`src/rtl/irqc_pkg.sv`:
```
`timescale 1ns/1ps
package irqc_pkg;
  localparam int NUM_EXT = 3;
  localparam int CHG_W   = 4;
  localparam int DATA_W  = 8;
  localparam int TMR_W   = 2 * DATA_W;
  localparam int ADDR_W  = 3;
  localparam int NUM_SRC = NUM_EXT + 2;
  localparam int SRC_CHG = NUM_EXT;
  localparam int SRC_TMR = NUM_EXT + 1;

  localparam logic [ADDR_W-1:0] A_CTRL = 3'd0;
  localparam logic [ADDR_W-1:0] A_EN   = 3'd1;
  localparam logic [ADDR_W-1:0] A_PRIO = 3'd2;
  localparam logic [ADDR_W-1:0] A_FLAG = 3'd3;
  localparam logic [ADDR_W-1:0] A_PORT = 3'd4;
  localparam logic [ADDR_W-1:0] A_TMRL = 3'd5;
  localparam logic [ADDR_W-1:0] A_TMRH = 3'd6;

  typedef struct packed {
    logic [NUM_SRC-1:0] flagClr;
    logic               snapLoad;
    logic               tmrLoWr;
    logic               tmrHiWr;
    logic [DATA_W-1:0]  data;
  } strobe_t;
endpackage

```
`src/rtl/irqc_sync.sv`:
```
`timescale 1ns/1ps
module irqc_sync #(
  parameter int W      = 1,
  parameter int STAGES = 2
) (
  input  logic         clk,
  input  logic         rstN,
  input  logic [W-1:0] din,
  output logic [W-1:0] dout
);
  logic [W-1:0] stage [STAGES];

  always_ff @(posedge clk or negedge rstN) begin
    if (!rstN) stage[0] <= '0;
    else       stage[0] <= din;
  end

  for (genvar s = 1; s < STAGES; s++) begin : g_stage
    always_ff @(posedge clk or negedge rstN) begin
      if (!rstN) stage[s] <= '0;
      else       stage[s] <= stage[s-1];
    end
  end

  assign dout = stage[STAGES-1];
endmodule

```
`src/rtl/irqc_ctrl.sv`:
```
`timescale 1ns/1ps
module irqc_ctrl
  import irqc_pkg::*;
(
  input  logic               clk,
  input  logic               rstN,
  input  logic               regWrEn,
  input  logic               regRdEn,
  input  logic [ADDR_W-1:0]  regAddr,
  input  logic [DATA_W-1:0]  regWrData,
  output logic [DATA_W-1:0]  regRdData,
  input  logic [NUM_SRC-1:0] flags,
  input  logic [CHG_W-1:0]   portSync,
  input  logic [TMR_W-1:0]   tmrCnt,
  output logic               globalEn,
  output logic               mode16,
  output logic [NUM_EXT-1:0] edgeSel,
  output logic [NUM_SRC-1:0] srcEn,
  output logic [NUM_SRC-1:0] routeHi,
  output strobe_t            strobe
);
  logic [NUM_SRC-1:1] prioQ;

  always_ff @(posedge clk or negedge rstN) begin
    if (!rstN) begin
      globalEn <= 1'b0;
      mode16   <= 1'b0;
      edgeSel  <= '0;
      srcEn    <= '0;
      prioQ    <= '0;
    end else if (regWrEn) begin
      case (regAddr)
        A_CTRL: begin
          globalEn <= regWrData[0];
          mode16   <= regWrData[1];
          edgeSel  <= regWrData[NUM_EXT+1:2];
        end
        A_EN:    srcEn <= regWrData[NUM_SRC-1:0];
        A_PRIO:  prioQ <= regWrData[NUM_SRC-1:1];
        default: ;
      endcase
    end
  end

  // pin 0 carries no routing bit: it is wired to the high request
  assign routeHi = {prioQ, 1'b1};

  always_comb begin
    strobe.flagClr  = (regWrEn && regAddr == A_FLAG) ? regWrData[NUM_SRC-1:0] : '0;
    strobe.snapLoad = regRdEn && (regAddr == A_PORT);
    strobe.tmrLoWr  = regWrEn && (regAddr == A_TMRL);
    strobe.tmrHiWr  = regWrEn && (regAddr == A_TMRH);
    strobe.data     = regWrData;
  end

  always_comb begin
    case (regAddr)
      A_CTRL:  regRdData = {{(DATA_W-2-NUM_EXT){1'b0}}, edgeSel, mode16, globalEn};
      A_EN:    regRdData = {{(DATA_W-NUM_SRC){1'b0}}, srcEn};
      A_PRIO:  regRdData = {{(DATA_W-NUM_SRC){1'b0}}, routeHi};
      A_FLAG:  regRdData = {{(DATA_W-NUM_SRC){1'b0}}, flags};
      A_PORT:  regRdData = {{(DATA_W-CHG_W){1'b0}}, portSync};
      A_TMRL:  regRdData = tmrCnt[DATA_W-1:0];
      A_TMRH:  regRdData = tmrCnt[TMR_W-1:DATA_W];
      default: regRdData = '0;
    endcase
  end
endmodule

```
`src/rtl/irqc_datapath.sv`:
```
`timescale 1ns/1ps
module irqc_datapath
  import irqc_pkg::*;
(
  input  logic               clk,
  input  logic               rstN,
  input  logic [NUM_EXT-1:0] extPin,
  input  logic [CHG_W-1:0]   portIn,
  input  logic               tmrTick,
  input  logic               sleepIn,
  input  logic               globalEn,
  input  logic               mode16,
  input  logic [NUM_EXT-1:0] edgeSel,
  input  logic [NUM_SRC-1:0] srcEn,
  input  logic [NUM_SRC-1:0] routeHi,
  input  strobe_t            strobe,
  output logic [NUM_SRC-1:0] flags,
  output logic [CHG_W-1:0]   portSync,
  output logic [TMR_W-1:0]   tmrCnt,
  output logic               hiReq,
  output logic               loReq,
  output logic               vecBranch,
  output logic               wakePulse
);
  localparam logic [DATA_W-1:0] ONE_B = DATA_W'(1);
  localparam logic [TMR_W-1:0]  ONE_W = TMR_W'(1);

  logic [NUM_EXT-1:0] extSync, extPrev, extEvt;
  logic [CHG_W-1:0]   snap;
  logic               chgEvt, tmrOvf, tmrWr, wakeCond, wakeQ;
  logic [NUM_SRC-1:0] srcEvt, armed;

  irqc_sync #(.W(NUM_EXT), .STAGES(2)) u_extSync (
    .clk(clk), .rstN(rstN), .din(extPin), .dout(extSync));
  irqc_sync #(.W(CHG_W), .STAGES(2)) u_portSync (
    .clk(clk), .rstN(rstN), .din(portIn), .dout(portSync));

  always_ff @(posedge clk or negedge rstN) begin
    if (!rstN) extPrev <= '0;
    else       extPrev <= extSync;
  end

  for (genvar i = 0; i < NUM_EXT; i++) begin : g_edge
    assign extEvt[i] = edgeSel[i] ? (extSync[i] & ~extPrev[i])
                                  : (~extSync[i] & extPrev[i]);
  end

  always_ff @(posedge clk or negedge rstN) begin
    if (!rstN)                snap <= '0;
    else if (strobe.snapLoad) snap <= portSync;
  end
  assign chgEvt = |(portSync ^ snap);

  assign tmrWr  = strobe.tmrLoWr | strobe.tmrHiWr;
  assign tmrOvf = tmrTick && !tmrWr &&
                  (mode16 ? (&tmrCnt) : (&tmrCnt[DATA_W-1:0]));

  always_ff @(posedge clk or negedge rstN) begin
    if (!rstN) begin
      tmrCnt <= '0;
    end else if (tmrWr) begin
      if (strobe.tmrLoWr) tmrCnt[DATA_W-1:0]     <= strobe.data;
      if (strobe.tmrHiWr) tmrCnt[TMR_W-1:DATA_W] <= strobe.data;
    end else if (tmrTick) begin
      if (mode16) tmrCnt <= tmrCnt + ONE_W;
      else        tmrCnt[DATA_W-1:0] <= tmrCnt[DATA_W-1:0] + ONE_B;
    end
  end

  assign srcEvt = {tmrOvf, chgEvt, extEvt};

  // a hardware event outranks a software clear in the same cycle
  always_ff @(posedge clk or negedge rstN) begin
    if (!rstN) flags <= '0;
    else       flags <= (flags & ~strobe.flagClr) | srcEvt;
  end

  assign armed    = flags & srcEn;
  assign wakeCond = |armed[NUM_EXT-1:0];

  always_ff @(posedge clk or negedge rstN) begin
    if (!rstN) begin
      hiReq     <= 1'b0;
      loReq     <= 1'b0;
      vecBranch <= 1'b0;
      wakeQ     <= 1'b0;
      wakePulse <= 1'b0;
    end else begin
      hiReq     <= |(armed & routeHi);
      loReq     <= |(armed & ~routeHi);
      vecBranch <= globalEn && (|armed);
      wakeQ     <= wakeCond;
      wakePulse <= sleepIn && wakeCond && !wakeQ;
    end
  end
endmodule

```
`src/rtl/irq_flag_ctrl.sv`:
```
`timescale 1ns/1ps
module irq_flag_ctrl
  import irqc_pkg::*;
(
  input  logic               clk,
  input  logic               rstN,
  input  logic [NUM_EXT-1:0] extPin,
  input  logic [CHG_W-1:0]   portIn,
  input  logic               tmrTick,
  input  logic               sleepIn,
  input  logic               regWrEn,
  input  logic               regRdEn,
  input  logic [ADDR_W-1:0]  regAddr,
  input  logic [DATA_W-1:0]  regWrData,
  output logic [DATA_W-1:0]  regRdData,
  output logic               hiReq,
  output logic               loReq,
  output logic               vecBranch,
  output logic               wakePulse
);
  logic               globalEn, mode16;
  logic [NUM_EXT-1:0] edgeSel;
  logic [NUM_SRC-1:0] srcEn, routeHi, flagsQ;
  logic [CHG_W-1:0]   portSync;
  logic [TMR_W-1:0]   tmrCnt;
  strobe_t            strobe;

  irqc_ctrl u_ctrl (
    .clk(clk), .rstN(rstN), .regWrEn(regWrEn), .regRdEn(regRdEn),
    .regAddr(regAddr), .regWrData(regWrData), .regRdData(regRdData),
    .flags(flagsQ), .portSync(portSync), .tmrCnt(tmrCnt),
    .globalEn(globalEn), .mode16(mode16), .edgeSel(edgeSel),
    .srcEn(srcEn), .routeHi(routeHi), .strobe(strobe));

  irqc_datapath u_dp (
    .clk(clk), .rstN(rstN), .extPin(extPin), .portIn(portIn),
    .tmrTick(tmrTick), .sleepIn(sleepIn), .globalEn(globalEn),
    .mode16(mode16), .edgeSel(edgeSel), .srcEn(srcEn), .routeHi(routeHi),
    .strobe(strobe), .flags(flagsQ), .portSync(portSync), .tmrCnt(tmrCnt),
    .hiReq(hiReq), .loReq(loReq), .vecBranch(vecBranch),
    .wakePulse(wakePulse));
endmodule

```
`config.mk`:
```
export PLATFORM = sky130hd
export DESIGN_NAME = irq_flag_ctrl
export DESIGN_NICKNAME = d
export VERILOG_FILES = /design/src/rtl/irqc_pkg.sv /design/src/rtl/irqc_sync.sv /design/src/rtl/irqc_ctrl.sv /design/src/rtl/irqc_datapath.sv /design/src/rtl/irq_flag_ctrl.sv
export SDC_FILE = /design/constraint.sdc
export NUM_CORES = 1
export LEC_CHECK = 0
export ABC_AREA = 0
export BUFFER_PORTS_ARGS = -buffer_cell sky130_fd_sc_hd__buf_4
export CAP_MARGIN = 10
export CELL_PAD_IN_SITES_DETAIL_PLACEMENT = 0
export CELL_PAD_IN_SITES_GLOBAL_PLACEMENT = 1
export CORE_ASPECT_RATIO = 0.9
export CORE_UTILIZATION = 37
export CTS_CLUSTER_SIZE = 16
export DETAILED_ROUTE_END_ITERATION = 10
export PLACE_DENSITY_LB_ADDON = 0.1
export SETUP_SLACK_MARGIN = 0.05
export SLEW_MARGIN = 20
export SYNTH_ARGS = -nofsm -noshare
export SYNTH_HDL_FRONTEND = slang
export SYNTH_SLANG_ARGS = --single-unit
export TNS_END_PERCENT = 50
```
`constraint.sdc`:
```
create_clock -name clk -period 1.85 [get_ports clk]
set_input_delay 0.4625 -clock clk [delete_from_list [all_inputs] [get_ports clk]]
set_output_delay 0.4625 -clock clk [all_outputs]
set_load 0.005 [all_outputs]
```
==> results.py, run 1 <==
metrics = {
    "drt": {
        "drc": 0,
        "finalWirelength_um": 8659,
        "wl_per_cell_um": 18.04,
        "ant_nets": 0,
        "via_per_inst": 5.573,
        "firstDrtPassIters": 5,
        "drt_iter0_drc": 126,
        "via_count": 2675,
    },
    "synth": {
        "synth_edf_count": 0,
        "syn_avg_cell_area_um2": 10.36,
        "synth_seq_cells": 61,
        "ys_seq_area_share_pct": 48.62,
        "ys.warnings.count": 0,
        "synth.largest_area_cell": "dfrtp_1",
        "netlist_area_mm2": 0.003139,
        "synthArstFlopShare_pct": 100.0,
        "yosysMostFrequentCell": "dfrtp_1",
        "synth.distinct_cells": 55,
        "ys_top_cells_by_count": "dfrtp_1, nand2_1, mux2_2, a21oi_1, o21ai_0",
        "synthCells": 303,
        "synth.top_cells.by_area": "dfrtp_1, mux2_2, nand2_1, a21oi_1, o21ai_0",
        "synth_top_area_share_pct": 48.62,
        "synth_top_flop_cell": "dfrtp_1",
        "syn-num-nets": 328,
    },
    "power_and_ir_drop": {
        "power_uw": 4501,
        "ir_drop_mv": 0.4453,
        "p_leak_uw": 0.001743,
        "p_sw_share_pct": 35.47,
        "p_int_uw": 2904,
        "powerDensity_mw_per_mm2": 1111,
        "combinationalPowerShare_pct": 31.5,
        "pwr-share-seq_pct": 44.8,
        "clkPwrFrac_pct": 23.6,
        "net-switching-power_uw": 1596,
    },
    "finish": {
        "area_growth_pct": 29.10,
        "antenna_cells": 0,
        "num-fill-cells": 757,
        "drive_gt1_share_pct": 35.43,
        "multi_input_area_mm2": 0.001538,
        "final_cells": 480,
        "regArea_mm2": 0.001526,
        "final_nets": 402,
    },
    "placement": {
        "dpl.cell_count": 460,
        "portBuffers": 35,
        "gp_congestion": 0.8355,
        "hpwl_um": 6389,
    },
    "timing": {
        "hold_violations": 0,
        "finalWorstSetupSlack_ns": -0.2312,
        "fin_skew_ns": 0.008968,
        "rsz0062_at_grt": "yes",
        "finalMaxSlewViolations": 0,
        "timing.final.crit_share_pct": 112.5,
        "max_freq_mhz": 480.5,
        "period_needed_ns": 2.081,
        "setup_violations": 4,
        "finalSetupTns_ns": -0.5483,
        "tightestPinTransition_ns": 0.5041,
        "max_slew_margin_pct": 66.24,
    },
    "grt": {
        "grt_pass1_vias": 2546,
        "antenna_found_initial": 0,
        "grt_use_total_pct": 21.13,
        "grt_first_pass_wirelength_um": 13830,
        "gr-total-overflow": 0,
        "grt_max_degree": 22,
    },
    "setup_path": {
        "worst_path_max_delay_cell": "mux4_2",
        "startpoint_type": "register",
        "crit_chain": "mux4_2 > mux2_4 > buf_6",
        "cp_max_fo": 2,
        "crit_family": "multiplexers",
        "endpoint_kind": "primary output",
        "crit_type": "reg -> out",
        "crit_arrival_ns": 1.62,
        "critPathMaxStageDelay_ns": 0.47,
        "worst-path-buf-inv": 1,
        "worstPathRequired_ns": 1.39,
    },
    "run_status": {
        "status": "complete, but fails checks",
        "violations": "setup timing",
    },
    "floorplan": {
        "fp.dieArea_mm2": 0.008858,
        "die_width_um": 99.10,
        "start_util_pct": 38.54,
        "rows": 31,
        "die-height_um": 89.39,
        "core_region_area_mm2": 0.008145,
        "ios": 36,
    },
    "clock_tree": {
        "insertion_delay_ns": 0.33,
        "numCtsBuffers": 9,
        "cts-root-buf": "clkbuf_8",
        "clockBufferDepth": 2,
        "clkTransAtPathRegs_ns": 0.07,
        "cts_max_level": 3,
        "tritoncts": "built",
        "clkSinkCount": 61,
    },
    "worst_hold_path": {
        "hold_class": "in -> async",
    },
    "flow_run": {
        "cap_viol_max_count": 0,
    },
}
final cells by class:
| type | count | share of cell area, % |
|---|---|---|
| clock buffer | 10 | 3.396 |
| clock inverter | 5 | 0.8953 |
| tap | 99 | 3.057 |
| multi-input combinational | 217 | 37.94 |
| timing repair buffer | 81 | 16.39 |
| inverter | 7 | 0.6483 |
| sequential | 61 | 37.67 |
registers in the layout (all words and copies together), names as in the netlist:
register / cells
u_dp.tmrCnt: 16
u_ctrl.srcEn: 5
u_dp.flags: 5
u_ctrl.prioQ: 4
u_dp.snap: 4
u_dp.u_portSync.dout: 4
u_dp.u_portSync.stage: 4
u_ctrl.edgeSel: 3
u_dp.extPrev: 3
u_dp.u_extSync.dout: 3
u_dp.u_extSync.stage: 3
u_ctrl.globalEn: 1
u_ctrl.mode16: 1
u_dp.hiReq: 1
u_dp.loReq: 1
u_dp.vecBranch: 1
u_dp.wakePulse: 1
u_dp.wakeQ: 1
logic make-up (layout without fill, tap and decap cells):
family | after synthesis | in the layout | share of synthesized area (%)
fa+ha+maj | 1 | 1 | 0.3985
compound gates | 87 | 87 | 18.81
flops | 61 | 61 | 48.62
buf+inv | 25 | 103 | 3.826
xor+xnor | 5 | 5 | 1.634
mux | 25 | 25 | 9.566
simple gates | 99 | 99 | 17.14
per-stage QoR:
step	worst slack [ns]	hold WS, ns	area (µm²)	utilization [%]
2_1_floorplan	-0.006805	0.1669	3143	-
3_3_place_gp	-0.1358	0.3313	3780	46.41
3_5_place_dp	-0.1395	0.3347	3780	46.41
4_1_cts	-0.2301	0.001440	4019	49.34
5_1_grt	-0.2506	0.006826	4053	49.75
6_report	-0.2312	0.008515	4053	49.75
power by group through the flow:
stage,Combinational (µW),Clock (µW),Sequential [µW]
floorplan,852,0,1890
CTS,1400,1110,2010
global route,1580,1160,2060
global placement,1320,0,2040
finish,1420,1060,2020
detailed placement,1330,0,2040
layout by cell type (no fill, tap or decap), drive strengths merged, types with 3 or more instances in the layout:
master,count
a21oi,17
a221o,3
a22oi,7
a2bb2oi,6
a31oi,6
and3,5
buf,81
clkbuf,10
clkinvlp,3
dfrtp,61
inv,8
mux2,20
mux2i,3
nand2,36
nand3,10
nand3b,3
nand4,6
nor2,11
nor2b,6
nor3b,6
o211ai,3
o21ai,17
o22ai,12
o32ai,4
xnor2,5
worst register-to-register path, stage by stage (launching register included):
cell and delay [ns]:
dfrtp_1 0.50, ha_1 0.25, and2_1 0.15, o211ai_1 0.22
o32ai_1 0.37, a2bb2oi_1 0.11
per-layer routing:
layer / part of all wire (%) / GRT usage [%]
met1: 52 / 31.04
met5: 0 / 0
met3: 5.3 / 4.300
met2: 42 / 31.72
met4: 0.84 / 5.882
what timing repair did:
| action | in CTS | in global routing |
|---|---|---|
| hold buffers | 0 | 0 |
| gates cloned | 0 | 0 |
| setup buffers | 4 | 1 |
| pin swaps | 3 | 1 |
| endpoints found under the setup margin | 7 | 8 |
| gates resized for setup | 12 | 8 |
final timing paths:
check | startpoint | end | slack, ns | cells after the start
min in group clk | extPin[1] | u_dp.u_extSync.stage[4] | 0.23 | 1
setup reg to reg | u_dp.tmrCnt[1] | u_dp.tmrCnt[12] | 0.13 | 5
hold reg to reg | u_dp.u_extSync.stage[4] | u_dp.u_extSync.dout[1] | 0.35 | 0
hold / removal | rstN | u_dp.tmrCnt[2] | 0.009 | 1
setup / recovery | u_ctrl.prioQ[3] | regRdData[3] | -0.23 | 3
max in group asynchronous | rstN | u_dp.u_extSync.stage[5] | 1.37 | 2
Power figures use the tool's default switching activity.
==> run 2: changes to the inputs <==
--- a/config.mk
+++ b/config.mk
@@ -16,6 +16,7 @@
 export DETAILED_ROUTE_END_ITERATION = 10
 export PLACE_DENSITY_LB_ADDON = 0.1
 export SETUP_SLACK_MARGIN = 0.05
+export SKIP_CTS_REPAIR_TIMING = 1
 export SLEW_MARGIN = 20
 export SYNTH_ARGS = -nofsm -noshare
 export SYNTH_HDL_FRONTEND = slang
==> results.py, run 2 (same netlist as run 1, synthesis figures left out) <==
metrics = {
    "timing": {
        "period_needed_ns": 2.091,
        "fin_skew_ns": 0.01103,
        "whs_ns": 0.005934,
        "max_freq_mhz": 478.3,
        "hold_violations": 0,
        "finalSetupTns_ns": -0.5644,
        "finalWorstSetupSlack_ns": -0.2406,
        "setup_violations": 4,
        "max_slew_margin_pct": 67.04,
        "tightestPinTransition_ns": 0.4923,
        "finalMaxSlewViolations": 0,
        "timing.final.crit_share_pct": 113.0,
        "rsz0062_at_grt": "yes",
    },
    "drt": {
        "highest_layer": "met4",
        "met1_length_um": 4372,
        "drt_iter0_drc": 165,
        "firstDrtPassIters": 4,
        "via_per_inst": 5.508,
        "ant_nets": 0,
        "wl_per_cell_um": 18.00,
        "via_count": 2644,
        "drc": 0,
        "route.met3.wl_um": 576,
        "dr_wl_met2_um": 3640,
        "finalWirelength_um": 8642,
    },
    "floorplan": {
        "fp.dieArea_mm2": 0.008858,
        "start_util_pct": 38.54,
        "ios": 36,
        "rows": 31,
        "die_width_um": 99.10,
        "core_region_area_mm2": 0.008145,
        "die-height_um": 89.39,
    },
    "clock_tree": {
        "clkTransAtPathRegs_ns": 0.07,
        "numCtsBuffers": 9,
        "tritoncts": "built",
        "cts-root-buf": "clkbuf_8",
        "clkSinkCount": 61,
        "insertion_delay_ns": 0.34,
        "clockBufferDepth": 2,
        "cts_max_level": 3,
    },
    "setup_path": {
        "crit_arrival_ns": 1.63,
        "endpoint_kind": "primary output",
        "worstPathRequired_ns": 1.39,
        "critPathMaxStageDelay_ns": 0.46,
        "worst_path_max_delay_cell": "mux4_2",
        "startpoint_type": "register",
        "cp_max_fo": 4,
        "crit_family": "multiplexers",
        "crit_chain": "mux4_2 > mux2_4 > buf_6",
        "crit_type": "reg -> out",
        "worst-path-buf-inv": 1,
    },
    "placement": {
        "dpl.cell_count": 460,
        "gp_congestion": 0.8355,
        "hpwl_um": 6389,
        "portBuffers": 35,
    },
    "grt": {
        "antenna_found_initial": 0,
        "grt_max_degree": 22,
        "gr-total-overflow": 0,
        "grt_first_pass_wirelength_um": 13730,
        "grt_use_total_pct": 20.98,
        "grt_pass1_vias": 2523,
    },
    "finish": {
        "antenna_cells": 0,
        "largestRegisters": "u_dp.tmrCnt: 16 flops, u_ctrl.srcEn: 5 flops, u_dp.flags: 5 flops",
        "final_common_cell": "buf_4",
        "num-fill-cells": 762,
        "final_cell_mix": "buf_4, dfrtp_1, nand2_1",
        "final_nets": 402,
        "top_register": "u_dp.tmrCnt",
        "final_cells": 480,
        "area_growth_pct": 29.06,
        "drive_gt1_share_pct": 35.17,
        "final_core_util_pct": 49.74,
        "largest_reg_flops": 16,
    },
    "power_and_ir_drop": {
        "ir_drop_mv": 0.4400,
        "clkPwrFrac_pct": 23.7,
        "combinationalPowerShare_pct": 31.4,
        "power_uw": 4501,
        "p_leak_uw": 0.001742,
        "net-switching-power_uw": 1597,
        "p_int_uw": 2904,
        "powerDensity_mw_per_mm2": 1111,
        "pwr-share-seq_pct": 44.9,
        "p_sw_share_pct": 35.47,
    },
    "run_status": {
        "status": "complete, but fails checks",
        "violations": "setup timing",
    },
    "worst_hold_path": {
        "hold_class": "in -> async",
    },
    "flow_run": {
        "cap_viol_max_count": 0,
    },
}
-- run 2: final timing paths --
| check | slack, ns | from | depth (start not counted) | to |
|---|---|---|---|---|
| min in group clk | 0.23 | extPin[1] | 1 | u_dp.u_extSync.stage[4] |
| max in group asynchronous | 1.38 | rstN | 2 | u_dp.loReq |
| worst max-delay path | -0.24 | u_ctrl.srcEn[3] | 3 | regRdData[3] |
| worst min register to register | 0.35 | u_dp.u_portSync.stage[6] | 0 | u_dp.u_portSync.dout[2] |
| worst min-delay path | 0.006 | rstN | 1 | u_dp.flags[0] |
| worst max register to register | 0.14 | u_dp.tmrCnt[1] | 5 | u_dp.tmrCnt[12] |
-- run 2: power groups by stage --
stage / combinational [µW] / clock (µW) / sequential [µW]
floorplan: 852 / 0 / 1890
global placement: 1320 / 0 / 2040
detailed placement: 1330 / 0 / 2040
CTS: 1330 / 1110 / 2010
global route: 1570 / 1160 / 2070
finish: 1410 / 1070 / 2020
-- run 2: layer usage --
layer / global-route usage, % / vias up
met5: 0 / -
met4: 5.882 / 0
met3: 4.300 / 7
met2: 31.47 / 90
met1: 30.78 / 1261
li1: - / 1286
-- run 2: final cells by class --
class / instances / area (µm²) / area share, %
inverter: 7 / 26.28 / 0.6485
multi-input combinational: 217 / 1533 / 37.83
clock buffer: 10 / 137.6 / 3.397
timing repair buffer: 81 / 668.1 / 16.49
sequential: 61 / 1526 / 37.68
clock inverter: 5 / 36.28 / 0.8956
tap: 99 / 123.9 / 3.057
-- run 2: stage by stage --
stage | worst slack, ns | instance area (µm²)
floorplan | -0.006805 | 3143
CTS | -0.2798 | 3954
global route | -0.2751 | 4051
detailed placement | -0.1395 | 3780
global placement | -0.1358 | 3780
finish | -0.2406 | 4051
